$ cat config.mk
export PLATFORM = sky130hd
export DESIGN_NAME = lbcal_seq
export DESIGN_NICKNAME = d
export VERILOG_FILES = /design/src/rtl/lbcal_pkg.sv /design/src/rtl/lbcal_timer.sv /design/src/rtl/lbcal_corr_bank.sv /design/src/rtl/lbcal_ctrl.sv /design/src/rtl/lbcal_seq.sv
export SDC_FILE = /design/constraint.sdc
export NUM_CORES = 1
export LEC_CHECK = 0
export BUFFER_PORTS_ARGS = -buffer_cell sky130_fd_sc_hd__clkbuf_2
export CAP_MARGIN = 10
export CORE_MARGIN = 2
export CORE_UTILIZATION = 54
export CTS_BUF_LIST = sky130_fd_sc_hd__clkbuf_8
export DETAILED_ROUTE_END_ITERATION = 6
export GPL_TIMING_DRIVEN = 0
export PLACE_DENSITY = 0.82
export SYNTH_ARGS = -nofsm -noshare
export SYNTH_HDL_FRONTEND = slang
export SYNTH_SLANG_ARGS = --single-unit
$ cat constraint.sdc
create_clock -name clk_i -period 2.4 [get_ports clk_i]
set_clock_uncertainty 0.05 [all_clocks]
set_input_delay 0.48 -clock clk_i [delete_from_list [all_inputs] [get_ports clk_i]]
set_output_delay 0.48 -clock clk_i [all_outputs]
set_load 0.05 [all_outputs]
$ cat src/rtl/lbcal_pkg.sv
package lbcal_pkg;
  localparam int N_PH = 4;
  localparam int PH_W = 2;

  typedef enum logic [2:0] {
    ST_IDLE, ST_SETTLE, ST_MEAS, ST_DONE, ST_ERR
  } st_e;

  typedef enum logic [2:0] {
    PATH_OFF  = 3'd0,
    PATH_RXBB = 3'd1,
    PATH_TXBB = 3'd2,
    PATH_TXRF = 3'd3,
    PATH_RXRF = 3'd4
  } path_e;

  function automatic path_e path_of(input logic [PH_W-1:0] ph);
    case (ph)
      2'd0:    return PATH_RXBB;
      2'd1:    return PATH_TXBB;
      2'd2:    return PATH_TXRF;
      default: return PATH_RXRF;
    endcase
  endfunction
endpackage

$ cat src/rtl/lbcal_timer.sv
module lbcal_timer #(
  parameter int CNT_W = 8
) (
  input  logic             clk_i,
  input  logic             rst_ni,
  input  logic             clr_i,
  output logic [CNT_W-1:0] cnt_o
);
  always_ff @(posedge clk_i or negedge rst_ni) begin
    if (!rst_ni)                cnt_o <= '0;
    else if (clr_i)             cnt_o <= '0;
    else if (cnt_o != '1)       cnt_o <= cnt_o + 1'b1;
  end
endmodule

$ cat src/rtl/lbcal_corr_bank.sv
module lbcal_corr_bank #(
  parameter int W = 16,
  parameter int N = 4,
  localparam int IDX_W = $clog2(N)
) (
  input  logic                 clk_i,
  input  logic                 rst_ni,
  input  logic                 wr_en_i,
  input  logic [IDX_W-1:0]     wr_idx_i,
  input  logic [W-1:0]         wr_data_i,
  output logic [N-1:0][W-1:0]  regs_o
);
  for (genvar g = 0; g < N; g++) begin : g_reg
    always_ff @(posedge clk_i or negedge rst_ni) begin
      if (!rst_ni)                                   regs_o[g] <= '0;
      else if (wr_en_i && wr_idx_i == IDX_W'(g))     regs_o[g] <= wr_data_i;
    end
  end

  // without a write strobe every register holds
  a_r6_hold: assert property (@(posedge clk_i) disable iff (!rst_ni)
    !wr_en_i |=> $stable(regs_o));
endmodule

$ cat src/rtl/lbcal_ctrl.sv
module lbcal_ctrl
  import lbcal_pkg::*;
#(
  parameter int SETTLE_CYC  = 4,
  parameter int TIMEOUT_CYC = 64,
  parameter int CNT_W       = 7
) (
  input  logic             clk_i,
  input  logic             rst_ni,
  input  logic             start_i,
  input  logic             abort_i,
  input  logic             meas_done_i,
  input  logic [CNT_W-1:0] cnt_i,
  output st_e              st_o,
  output logic [PH_W-1:0]  ph_o,
  output logic             clr_o,
  output logic             wr_o,
  output logic [2:0]       err_ph_o
);
  localparam logic [CNT_W-1:0] SETTLE_LAST = CNT_W'(SETTLE_CYC - 1);
  localparam logic [CNT_W-1:0] TO_LAST     = CNT_W'(TIMEOUT_CYC - 1);
  localparam logic [PH_W-1:0]  PH_LAST     = PH_W'(N_PH - 1);

  st_e             st_n;
  logic [PH_W-1:0] ph_n;
  logic [2:0]      err_ph_n;

  always_comb begin
    st_n     = st_o;
    ph_n     = ph_o;
    err_ph_n = err_ph_o;
    clr_o    = 1'b0;
    wr_o     = 1'b0;
    unique case (st_o)
      ST_IDLE, ST_DONE, ST_ERR: begin
        clr_o = 1'b1;
        if (start_i) begin
          st_n     = ST_SETTLE;
          ph_n     = '0;
          err_ph_n = '0;
        end else if (abort_i) begin
          st_n = ST_IDLE;
        end
      end
      ST_SETTLE: begin
        if (abort_i) begin
          st_n  = ST_IDLE;
          clr_o = 1'b1;
        end else if (cnt_i == SETTLE_LAST) begin
          st_n  = ST_MEAS;
          clr_o = 1'b1;
        end
      end
      ST_MEAS: begin
        if (abort_i) begin
          st_n  = ST_IDLE;
          clr_o = 1'b1;
        end else if (meas_done_i) begin
          wr_o  = 1'b1;
          clr_o = 1'b1;
          if (ph_o == PH_LAST) st_n = ST_DONE;
          else begin
            st_n = ST_SETTLE;
            ph_n = ph_o + 1'b1;
          end
        end else if (cnt_i == TO_LAST) begin
          st_n     = ST_ERR;
          err_ph_n = 3'(ph_o) + 3'd1;
          clr_o    = 1'b1;
        end
      end
      default: st_n = ST_IDLE;
    endcase
  end

  always_ff @(posedge clk_i or negedge rst_ni) begin
    if (!rst_ni) begin
      st_o     <= ST_IDLE;
      ph_o     <= '0;
      err_ph_o <= '0;
    end else begin
      st_o     <= st_n;
      ph_o     <= ph_n;
      err_ph_o <= err_ph_n;
    end
  end

  // a start while active neither rewinds nor skips a phase
  a_r11_start_busy: assert property (@(posedge clk_i) disable iff (!rst_ni)
    (st_o == ST_SETTLE && !abort_i) |=> ph_o == $past(ph_o));
  // done in settle never produces a write
  a_r5_settle_nowr: assert property (@(posedge clk_i) disable iff (!rst_ni)
    st_o == ST_SETTLE |-> !wr_o);
endmodule

$ cat src/rtl/lbcal_seq.sv
module lbcal_seq
  import lbcal_pkg::*;
#(
  parameter int RES_W       = 8,
  parameter int SETTLE_CYC  = 4,
  parameter int TIMEOUT_CYC = 64,
  localparam int CORR_W     = 2 * RES_W,
  localparam int MAX_WIN    = (TIMEOUT_CYC > SETTLE_CYC) ? TIMEOUT_CYC : SETTLE_CYC,
  localparam int CNT_W      = $clog2(MAX_WIN + 1)
) (
  input  logic              clk_i,
  input  logic              rst_ni,
  input  logic              start_i,
  input  logic              abort_i,
  input  logic              meas_done_i,
  input  logic [CORR_W-1:0] meas_res_i,
  output logic [2:0]        path_sel_o,
  output logic              tone_en_o,
  output logic              det_en_o,
  output logic              atten_en_o,
  output logic              meas_req_o,
  output logic              busy_o,
  output logic              done_o,
  output logic              err_o,
  output logic [2:0]        err_phase_o,
  output logic [CORR_W-1:0] corr_rxbb_o,
  output logic [CORR_W-1:0] corr_txbb_o,
  output logic [CORR_W-1:0] corr_txrf_o,
  output logic [CORR_W-1:0] corr_rxrf_o
);
  st_e                          st;
  logic [PH_W-1:0]              ph;
  logic                         clr, wr;
  logic [2:0]                   err_ph;
  logic [CNT_W-1:0]             cnt;
  logic [N_PH-1:0][CORR_W-1:0]  corr;

  lbcal_timer #(.CNT_W(CNT_W)) u_timer (
    .clk_i, .rst_ni, .clr_i(clr), .cnt_o(cnt)
  );

  lbcal_ctrl #(
    .SETTLE_CYC(SETTLE_CYC), .TIMEOUT_CYC(TIMEOUT_CYC), .CNT_W(CNT_W)
  ) u_ctrl (
    .clk_i, .rst_ni, .start_i, .abort_i, .meas_done_i,
    .cnt_i(cnt), .st_o(st), .ph_o(ph), .clr_o(clr), .wr_o(wr), .err_ph_o(err_ph)
  );

  lbcal_corr_bank #(.W(CORR_W), .N(N_PH)) u_bank (
    .clk_i, .rst_ni, .wr_en_i(wr), .wr_idx_i(ph), .wr_data_i(meas_res_i), .regs_o(corr)
  );

  assign busy_o      = (st == ST_SETTLE) || (st == ST_MEAS);
  assign path_sel_o  = busy_o ? path_of(ph) : PATH_OFF;
  assign tone_en_o   = busy_o;  // TX is stimulus in every phase
  assign det_en_o    = busy_o && path_of(ph) == PATH_TXRF;
  assign atten_en_o  = busy_o && path_of(ph) == PATH_RXRF;
  assign meas_req_o  = st == ST_MEAS;
  assign done_o      = st == ST_DONE;
  assign err_o       = st == ST_ERR;
  assign err_phase_o = err_o ? err_ph : 3'd0;

  assign corr_rxbb_o = corr[0];
  assign corr_txbb_o = corr[1];
  assign corr_txrf_o = corr[2];
  assign corr_rxrf_o = corr[3];

  a_r2_first_path: assert property (@(posedge clk_i) disable iff (!rst_ni)
    $rose(busy_o) |-> path_sel_o == PATH_RXBB);
  a_r4_req_in_busy: assert property (@(posedge clk_i) disable iff (!rst_ni)
    meas_req_o |-> busy_o && tone_en_o && path_sel_o != PATH_OFF);
  a_r7_det_phase: assert property (@(posedge clk_i) disable iff (!rst_ni)
    det_en_o |-> path_sel_o == PATH_TXRF);
  a_r7_exclusive: assert property (@(posedge clk_i) disable iff (!rst_ni)
    $onehot0({det_en_o, atten_en_o}));
  a_r9_err_phase: assert property (@(posedge clk_i) disable iff (!rst_ni)
    err_o |-> err_phase_o != 3'd0 && !busy_o);
  a_r10_abort: assert property (@(posedge clk_i) disable iff (!rst_ni)
    (busy_o && abort_i) |=> !busy_o && !done_o && !err_o);
  a_r8_done: assert property (@(posedge clk_i) disable iff (!rst_ni)
    $rose(done_o) |-> $past(meas_req_o && meas_done_i && path_sel_o == PATH_RXRF));
endmodule

==> impl_metrics.env, run 1 <==
export IMPL_timing_fmax_mhz=437
export IMPL_ant_nets=0
export IMPL_core_area_mm2=0.00628
export IMPL_post_route_period_util_pct=95.5
export IMPL_wl_mm=7.32
export IMPL_fin_setup_tns_ps=0
export IMPL_p_per_area_mw_per_mm2=1280
export IMPL_clkTransAtPathRegs_ps=90
export IMPL_viasPerCell=5.42
export IMPL_gr_total_overflow=0
export IMPL_worstPathArrival_ps=2470
export IMPL_synth_cell_area_mm2=0.00348
export IMPL_multi_input_area_mm2=0.00141
export IMPL_fillCellCount=468
export IMPL_wl_per_cell_um=16.2
export IMPL_worst_pin_slew_ps=751
export IMPL_final_nets=397
export IMPL_layout_drive_gt1_share_pct=54.0
export IMPL_vdd_drop_max_uv=913
export IMPL_start_util_pct=55.4
export IMPL_start_kind="flop"
export IMPL_ys_seq_area_share_pct=56.8
export IMPL_drtIter0Drc=78
export IMPL_finalSetupViolations=0
export IMPL_grt_usage_pct=21.8
export IMPL_status="finished, final reports clean"
export IMPL_synth_cell_types=42
export IMPL_synth_seq_cells=79
export IMPL_rsz0062_at_grt="no"
export IMPL_syn_nets=288
export IMPL_cts_hold_buf=0
export IMPL_die_x_um=84.3
export IMPL_place_hpwl_mm=5.32
export IMPL_io_pins=98
export IMPL_via_count=2446
export IMPL_cts_tree="yes"
export IMPL_synth_edf_count=0
export IMPL_syn_to_final_growth_pct=24.4
export IMPL_worstSetupEndpointType="flop"
export IMPL_final_util_pct=68.9
export IMPL_grt_pass1_wl_mm=12.1
export IMPL_layout_min_cycle_time_ps=2290
export IMPL_grt_pass1_vias=2451
export IMPL_first_pass_iters=5
export IMPL_numCtsBuffers=9
export IMPL_cts_root_buffer="clkbuf_8"
export IMPL_grt_max_degree=55
export IMPL_clk_latency_ps=340
export IMPL_crit_path_max_fanout=10
export IMPL_syn_inst=260
export IMPL_slew_limit_headroom_pct=49.6
export IMPL_htreeDepth=3
export IMPL_cp_required_ps=2580
export IMPL_die_height_um=84.3
export IMPL_hp_class="input port to async pin"
export IMPL_async_reset_ff_share_pct=100
export IMPL_drc=0
export IMPL_rows=29
export IMPL_yosys_warnings=0
export IMPL_place_congestion=0.880
export IMPL_power_leakage_nw=2.26
export IMPL_avgSynthCellArea_um2=13.4
export IMPL_cts_sinks=79
export IMPL_die_area_mm2=0.00710
export IMPL_final_cell_mix="93 x clkbuf_2, 79 x dfrtp_1, 64 x mux2_2"
export IMPL_n_antenna_cell=0
export IMPL_drv_slew=0
export IMPL_crit_type="flop to flop"
export IMPL_grt_antenna_before_repair=0
export IMPL_maxCapViolCount=0
export IMPL_synth_ff_type="dfrtp_1"
export IMPL_cts_path_max_buffers=2
export IMPL_port_buffers=97
export IMPL_ff_latch_area_mm2=0.00198
export IMPL_finalHoldViolations=0
export IMPL_mostFrequentLayoutCell="clkbuf_2"
report_power, final:
part | total, W | switching (W) | internal [W] | leakage [nW]
combinational | 0.00265 | 0.00195 | 0.000697 | 1.10
sequential | 0.00186 | 0.000196 | 0.00167 | 1.06
clock | 0.00103 | 0.000509 | 0.000526 | 0.105
Yosys cell counts, drive strengths merged (2+ instances only):
cell type,number,share of area (%)
dfrtp,79,57
mux2,64,21
nor2,14,1.5
inv,11,1.2
nand2,11,1.4
buf,9,2.1
nor3,9,2.1
nor4,9,2.1
ha,7,2.5
nand2b,5,1.1
o21ai,4,0.58
o22ai,4,0.72
a21oi,3,0.43
a31oi,3,0.54
a211oi,2,0.43
and2,2,0.36
and3,2,0.36
mux2i,2,0.58
nand3,2,0.29
nand4,2,0.36
nor2b,2,0.36
nor3b,2,0.76
sequential cells by signal, summed over array words and instances, names as in the netlist:
signal and flops:
u_bank.regs_o 64, u_ctrl.err_ph_o 3, u_ctrl.ph_o 2, u_timer.cnt_o 7, u_ctrl.st_o 3
worst paths after layout:
kind                                        start                end  slack [ps]  cells past startpoint
worst max-delay path               u_ctrl.ph_o[0]  u_bank.regs_o[62]         110                      5
worst min-delay path                       rst_ni  u_bank.regs_o[51]          30                      1
worst max register to register     u_ctrl.ph_o[0]  u_bank.regs_o[62]         110                      5
worst min register to register  u_bank.regs_o[27]  u_bank.regs_o[27]         460                      1
max in group asynchronous                  rst_ni  u_bank.regs_o[54]        1680                      2
min in group clk_i                        start_i     u_ctrl.st_o[2]         350                      2
worst max-delay path, cell delays in order (launching register included):
cell and delay [ps]:
dfrtp_1 470, ha_1 250, inv_1 110, nor4_4 690, buf_6 260, mux2_2 360
what timing repair did:
| item | 4_1_cts | 5_1_grt |
|---|---|---|
| setup endpoints to repair | 3 | 4 |
| resized for setup | 1 | 4 |
| setup buffers | 0 | 0 |
layer usage:
| metal | track usage (%) | vias up | wire length, µm |
|---|---|---|---|
| li1 | - | 1149 | - |
| met1 | 29.3 | 1213 | 3210 |
| met2 | 34.4 | 80 | 3670 |
| met3 | 5.11 | 4 | 381 |
| met4 | 8.65 | 0 | 63 |
| met5 | 0 | - | 0 |
cell families (layout without fill, tap and decap cells):
logic type                 count (synthesis)  after routing  share of synthesized area [%]
muxes                                     66             66                           21.3
DFF                                       79             79                           56.8
xor gates and xnor gates                   2              2                          0.504
adders and majority gates                  7              7                           2.52
buffers and inverters                     20            134                           3.27
AOI/OAI and AO/OA                         22             22                           4.06
and+or+nand+nor                           64             64                           11.5
per-stage QoR:
stage / area [µm²] / total power [W] / cells / hold WS [ps] / setup slack, ps
after global routing: 4330 / 0.00581 / 451 / 34.3 / 3.50
after global placement: 4070 / 0.00446 / 434 / 436 / 100
final: 4330 / 0.00555 / 451 / 32.0 / 109
after detailed placement: 4100 / 0.00453 / 435 / 401 / 83.3
after floorplan: 3490 / 0.00391 / 260 / 134 / 32.0
after CTS: 4320 / 0.00558 / 451 / 24.4 / 71.7
cell type report:
type,instances,area share [%]
clock inverters,6,1.74
repair buffers,98,11.9
plain buffers,9,1.68
well taps,77,2.23
inverters,11,0.954
multi-input cells,161,32.6
clock buffers,10,3.18
flip-flops and latches,79,45.7
Note: power is estimated with default switching activity, not from simulation.
==> run 2: changes to the inputs <==
--- a/config.mk
+++ b/config.mk
@@ -5,6 +5,7 @@
 export SDC_FILE = /design/constraint.sdc
 export NUM_CORES = 1
 export LEC_CHECK = 0
+export ABC_AREA = 1
 export BUFFER_PORTS_ARGS = -buffer_cell sky130_fd_sc_hd__clkbuf_2
 export CAP_MARGIN = 10
 export CORE_MARGIN = 2
@@ -12,7 +13,7 @@
 export CTS_BUF_LIST = sky130_fd_sc_hd__clkbuf_8
 export DETAILED_ROUTE_END_ITERATION = 6
 export GPL_TIMING_DRIVEN = 0
-export PLACE_DENSITY = 0.82
+export PLACE_DENSITY = 0.83
 export SYNTH_ARGS = -nofsm -noshare
 export SYNTH_HDL_FRONTEND = slang
 export SYNTH_SLANG_ARGS = --single-unit
==> run 2 against run 1 <==
Against the previous run: total power fell by 4.9%; combinational power fell by 13%; sequential share of layout area rose by 0.60 points; clock-buffer cell count fell by 1; via count rose by 26%; design area fell by 1.3%; area after synthesis fell by 2.1%; critical path depth rose by 1; wire length rose by 20%; sequential cell count did not move; die area fell by 2.0%; global-route usage rose by 4.5 points.
==> impl_metrics.env, run 2 <==
export IMPL_status="finished, final reports clean"
export IMPL_p_per_area_mw_per_mm2=1240
export IMPL_first_pass_iters=4
export IMPL_hold_ws_ps=352
export IMPL_final_nets=528
export IMPL_synth_ff_type="dfrtp_1"
export IMPL_rows=28
export IMPL_fin_ws_ps=115
export IMPL_die_x_um=83.4
export IMPL_yosysTopAreaCell="dfrtp_1"
export IMPL_hp_class="input port to flop"
export IMPL_critPathSlowestCell="dfrtp_1"
export IMPL_place_congestion=0.895
export IMPL_ant_nets=0
export IMPL_async_reset_ff_share_pct=100
export IMPL_r2r_start="u_ctrl.ph_o[0]"
export IMPL_grt_antenna_before_repair=0
export IMPL_crit_type="flop to output port"
export IMPL_drc=0
export IMPL_holdCritStartpoint="meas_res_i[7]"
export IMPL_avgSynthCellArea_um2=8.73
export IMPL_die_height_um=83.4
export IMPL_yosysMostFrequentCell="nand2_1"
export IMPL_yosys_warnings=0
export IMPL_syn_inst=390
export IMPL_htreeDepth=3
export IMPL_drtIter0Drc=233
export IMPL_syn_to_final_growth_pct=25.4
export IMPL_synth_commonest_cells="114 x nand2_1, 79 x dfrtp_1, 43 x inv_1"
export IMPL_pre_cts_ws_ps=370
export IMPL_crit_path_max_fanout=8
export IMPL_grt_max_degree=70
export IMPL_holdPathEnd="u_bank.regs_o[39]"
export IMPL_power_leakage_nw=2.31
export IMPL_cts_tree="yes"
export IMPL_syn_nets=418
export IMPL_max_stage_delay_ps=440
export IMPL_slew_limit_headroom_pct=66.1
export IMPL_yosys_area_top_type_share_pct=58.1
export IMPL_final_area_mm2=0.00427
export IMPL_post_dp_cell_area_mm2=0.00402
export IMPL_place_hpwl_mm=6.17
export IMPL_core_area_mm2=0.00599
export IMPL_worstSetupEndpointType="output port"
export IMPL_grt_usage_pct=26.3
export IMPL_synth_cell_types=22
export IMPL_fillCellCount=441
export IMPL_grt_pass1_vias=3028
export IMPL_post_route_period_util_pct=95.2
export IMPL_finalHoldViolations=0
export IMPL_cts_sinks=79
export IMPL_r2r_end="u_bank.regs_o[58]"
export IMPL_die_area_mm2=0.00696
export IMPL_viasPerCell=5.32
export IMPL_layout_min_cycle_time_ps=2290
export IMPL_cts_setup_buffers=0
export IMPL_cp_num_buf_inv=3
export IMPL_synth_seq_cells=79
export IMPL_layout_drive_gt1_share_pct=28.3
export IMPL_fin_setup_tns_ps=0
export IMPL_r2r_slack_ps=730
export IMPL_start_util_pct=56.8
export IMPL_start_kind="flop"
export IMPL_gr_total_overflow=0
export IMPL_finalSetupViolations=0
export IMPL_worst_pin_slew_ps=509
export IMPL_vdd_drop_max_uv=953
export IMPL_whs_path_depth=3
export IMPL_mostFrequentLayoutCell="nand2_1"
export IMPL_rsz0062_at_grt="no"
export IMPL_largest_reg_flops=64
export IMPL_ys_seq_area_share_pct=58.1
export IMPL_timing_fmax_mhz=438
export IMPL_worstPathArrival_ps=1760
export IMPL_regMostFlops="u_bank.regs_o"
export IMPL_clk_latency_ps=350
export IMPL_clkTransAtPathRegs_ps=100
export IMPL_wl_mm=8.78
export IMPL_final_cell_mix="114 x nand2_1, 91 x clkbuf_2, 79 x dfrtp_1"
export IMPL_cts_root_buffer="clkbuf_8"
export IMPL_cpMostUsedCell="inv_1"
export IMPL_synth_edf_count=0
export IMPL_top_regs="u_bank.regs_o (64), u_timer.cnt_o (7)"
export IMPL_n_antenna_cell=0
export IMPL_drv_slew=0
export IMPL_maxCapViolCount=0
export IMPL_worstPathCellList="inv_1 -> nand3_2 -> nand2_1 -> inv_1 -> nor2_1 -> buf_2"
export IMPL_cts_path_max_buffers=2
export IMPL_numCtsBuffers=9
export IMPL_via_count=3085
export IMPL_p_total_w=0.00528
export IMPL_grt_pass1_wl_mm=14.4
export IMPL_cp_top_family="buffers and inverters"
export IMPL_synth_area_leaders="dfrtp_1 58%, nand2_1 13%, o21ai_1 6.2%"
export IMPL_synth_cell_area_mm2=0.00340
export IMPL_wl_per_cell_um=15.1
export IMPL_port_buffers=97
export IMPL_worstRegToRegCells=5
export IMPL_cp_required_ps=1870
export IMPL_io_pins=98
run 2: cell types whose count changed after synthesis, moves of 5 or more:
cell     previous run  this run
nand3_1             2        13
nor4_1              8         0
o21ai_0             4        21
nand2_1             8       114
mux2_2             64         0
nor2_1             14        27
o21ai_1             0        42
o21ai_2             0         6
inv_1              11        43
buf_2               4         9
run 2: cells by family (layout without fill, tap and decap cells):
| family | after synthesis | in the layout | synth area share, % |
|---|---|---|---|
| AO/OA/AOI/OAI | 77 | 77 | 12.0 |
| XOR/XNOR | 1 | 1 | 0.257 |
| adder cells (fa/ha/maj) | 7 | 7 | 2.57 |
| buffers and inverters | 58 | 173 | 6.84 |
| flip-flops | 79 | 79 | 58.1 |
| AND/OR/NAND/NOR | 168 | 168 | 20.2 |
run 2: routing by layer:
metal | GRT usage, % | vias up | routed length (µm)
met4 | 14.6 | 0 | 269
met3 | 4.57 | 24 | 496
met2 | 43.3 | 122 | 4400
met5 | 0 | - | 0
li1 | - | 1463 | -
met1 | 32.9 | 1476 | 3620
run 2: power by group:
part / switching (W) / internal [W]
logic: 0.00180 / 0.000512
registers: 0.000207 / 0.00162
clock network: 0.000538 / 0.000601
total: 0.00254 / 0.00273
run 2: stage by stage:
step	cells	util, %
final	580	71.3
after CTS	580	71.2
after detailed placement	563	67.1
after floorplan	390	-
after global routing	580	71.3
after global placement	562	66.6
run 2: what timing repair did:
item | 4_1_cts | 5_1_grt
endpoints found under the hold margin | 10 | 0
cloned | 0 | 0
setup endpoints to repair | 3 | 5
gates resized for setup | 3 | 4
hold buffers | 1 | 0
run 2: cell type report:
cell class	count	area, µm²	area share (%)
Buffer	13	63.8	1.49
Clock buffer	9	124	2.90
Clock inverter	7	103	2.40
Inverter	45	169	3.96
Multi-Input combinational cell	253	1210	28.3
Sequential cell	79	1980	46.3
Tap cell	75	93.8	2.20
Timing Repair Buffer	99	533	12.5
run 2: how the worst max path moves through the flow:
stage / slack, ps / start / cells after the start / endpoint
finish: 110 / u_ctrl.st_o[2] / 6 / path_sel_o[2]
global route: 0.8 / u_ctrl.st_o[2] / 6 / path_sel_o[2]
CTS: 0.8 / u_ctrl.st_o[2] / 6 / path_sel_o[2]
detailed placement: 370 / u_ctrl.st_o[2] / 6 / path_sel_o[0]
global placement: 110 / rst_ni / 1 / u_bank.regs_o[52]
floorplan: -140 / u_ctrl.st_o[2] / 5 / atten_en_o
run 2: worst min-delay path: stages:
cell and delay (ps):
clkbuf_2 80, inv_1 90, o21ai_1 80
==> run 3: changes to the inputs <==
--- a/config.mk
+++ b/config.mk
@@ -9,11 +9,10 @@
 export BUFFER_PORTS_ARGS = -buffer_cell sky130_fd_sc_hd__clkbuf_2
 export CAP_MARGIN = 10
 export CORE_MARGIN = 2
-export CORE_UTILIZATION = 54
-export CTS_BUF_LIST = sky130_fd_sc_hd__clkbuf_8
+export CORE_UTILIZATION = 51
 export DETAILED_ROUTE_END_ITERATION = 6
 export GPL_TIMING_DRIVEN = 0
-export PLACE_DENSITY = 0.83
+export PLACE_DENSITY = 0.79
 export SYNTH_ARGS = -nofsm -noshare
 export SYNTH_HDL_FRONTEND = slang
 export SYNTH_SLANG_ARGS = --single-unit
==> run 3 against run 2 <==
Against the previous run: maximum frequency up 1.0%; hold slack better by 11 ps; via count down 3.1%; global-route usage down 2.4 points; critical path depth unchanged; first-iteration DRC count down 5.6%; design area up 0.18%; final cell count up 0.34%; register-to-register slack worse by 40 ps; total power down 0.78%; utilization down 4.3 points; largest cell class unchanged; largest power group unchanged; highest routed layer unchanged.
==> impl_metrics.env, run 3 (synthesized netlist as in run 2, its figures left out) <==
export IMPL_hp_class="input port to flop"
export IMPL_crit_path_max_fanout=8
export IMPL_fin_cells=582
export IMPL_die_height_um=85.7
export IMPL_htreeDepth=3
export IMPL_ff_latch_area_mm2=0.00198
export IMPL_via_count=2988
export IMPL_vdd_drop_max_uv=929
export IMPL_grt_antenna_before_repair=0
export IMPL_final_cell_mix="114 x nand2_1, 91 x clkbuf_2, 79 x dfrtp_1"
export IMPL_die_x_um=85.7
export IMPL_maxCapViolCount=0
export IMPL_cts_sinks=79
export IMPL_grt_pass1_wl_mm=13.5
export IMPL_crit_type="flop to output port"
export IMPL_regMostFlops="u_bank.regs_o"
export IMPL_drc=0
export IMPL_worstPathArrival_ps=1730
export IMPL_holdCritStartpoint="meas_res_i[6]"
export IMPL_drtIter0Drc=220
export IMPL_drv_slew=0
export IMPL_place_congestion=0.889
export IMPL_status="finished, final reports clean"
export IMPL_final_area_mm2=0.00428
export IMPL_place_hpwl_mm=5.97
export IMPL_rows=29
export IMPL_io_pins=98
export IMPL_clkTransAtPathRegs_ps=90
export IMPL_multi_input_area_mm2=0.00121
export IMPL_cp_required_ps=1870
export IMPL_clk_latency_ps=350
export IMPL_fillCellCount=519
export IMPL_wl_mm=8.43
export IMPL_first_pass_iters=4
export IMPL_layout_drive_gt1_share_pct=28.3
export IMPL_layout_min_cycle_time_ps=2260
export IMPL_rsz0062_at_grt="no"
export IMPL_start_kind="flop"
export IMPL_numCtsBuffers=9
export IMPL_worst_pin_slew_ps=500
export IMPL_slew_limit_headroom_pct=66.7
export IMPL_timing_fmax_mhz=442
export IMPL_syn_to_final_growth_pct=25.7
export IMPL_final_nets=528
export IMPL_ant_nets=0
export IMPL_n_antenna_cell=0
export IMPL_top_regs="u_bank.regs_o (64), u_timer.cnt_o (7)"
export IMPL_worstSetupEndpointType="output port"
export IMPL_r2r_start="u_timer.cnt_o[1]"
export IMPL_core_area_mm2=0.00639
export IMPL_cts_tree="yes"
export IMPL_r2r_end="u_timer.cnt_o[6]"
export IMPL_post_dp_cell_area_mm2=0.00402
export IMPL_whs_path_depth=3
export IMPL_grt_max_degree=70
export IMPL_hold_ws_ps=364
export IMPL_p_total_w=0.00524
export IMPL_start_util_pct=53.3
export IMPL_mostFrequentLayoutCell="nand2_1"
export IMPL_dp_cells=565
export IMPL_grt_usage_pct=23.9
export IMPL_post_route_period_util_pct=94.2
export IMPL_fin_setup_tns_ps=0
export IMPL_die_area_mm2=0.00735
export IMPL_power_leakage_nw=2.31
export IMPL_largest_reg_flops=64
export IMPL_finalHoldViolations=0
export IMPL_cts_setup_buffers=0
export IMPL_port_buffers=97
export IMPL_wl_per_cell_um=14.5
export IMPL_r2r_slack_ps=690
export IMPL_finalSetupViolations=0
export IMPL_grt_pass1_vias=2787
export IMPL_worstRegToRegCells=8
export IMPL_cts_path_max_buffers=2
export IMPL_holdPathEnd="u_bank.regs_o[38]"
export IMPL_cts_root_buffer="clkbuf_8"
export IMPL_gr_total_overflow=0
export IMPL_p_per_area_mw_per_mm2=1220
export IMPL_viasPerCell=5.13
==> run 3: through the flow <==
stage / utilization (%) / setup WS, ps
3_5_place_dp: 63.0 / 331
6_report: 67.0 / 138
4_1_cts: 66.8 / 56.9
3_3_place_gp: 62.5 / 108
2_1_floorplan: - / -138
5_1_grt: 67.0 / 32.0
==> run 3: worst max-delay path, stage by stage (launching register included) <==
cell and delay, ps:
dfrtp_1 430, inv_1 180, nand3_4 140, nand2_1 140, inv_1 110, nor2_1 100
buf_2 270
==> run 3: final cells by class <==
type / instances / area share [%]
tap: 77 / 2.25
clock inverter: 7 / 2.40
clock buffer: 9 / 2.90
timing repair buffer: 99 / 12.4
inverter: 45 / 3.95
multi-input combinational: 253 / 28.4
buffer: 13 / 1.49
sequential: 79 / 46.2
==> run 3: worst max path at each step <==
| stage | slack, ps | depth (start not counted) | to | from |
|---|---|---|---|---|
| after floorplan | -140 | 5 | atten_en_o | u_ctrl.st_o[2] |
| after global placement | 110 | 1 | u_bank.regs_o[37] | rst_ni |
| after detailed placement | 330 | 6 | path_sel_o[1] | u_ctrl.st_o[2] |
| after CTS | 60 | 6 | path_sel_o[1] | u_ctrl.st_o[2] |
| after global routing | 30 | 6 | det_en_o | u_ctrl.st_o[2] |
| final | 140 | 6 | path_sel_o[1] | u_ctrl.st_o[2] |
==> run 3: report_power, final <==
part	leakage, nW	switching (W)	total [W]	internal, W
combinational	1.11	0.00178	0.00229	0.000513
clock	0.116	0.000515	0.00112	0.000600
sequential	1.08	0.000208	0.00183	0.00162
total	2.31	0.00250	0.00524	0.00273
==> run 3: layer usage <==
metal	global-route usage, %	share of wire [%]	vias up
met5	0	0	-
met4	8.08	2.5	0
met3	6.26	5.5	15
met2	37.9	48	100
met1	32.2	44	1413
li1	-	-	1460
==> run 3: timing repair <==
item,in CTS,in global routing
pin swaps,0,0
setup endpoints to repair,5,5
hold endpoints to repair,10,0
hold buffers,1,0
gates resized for setup,1,8
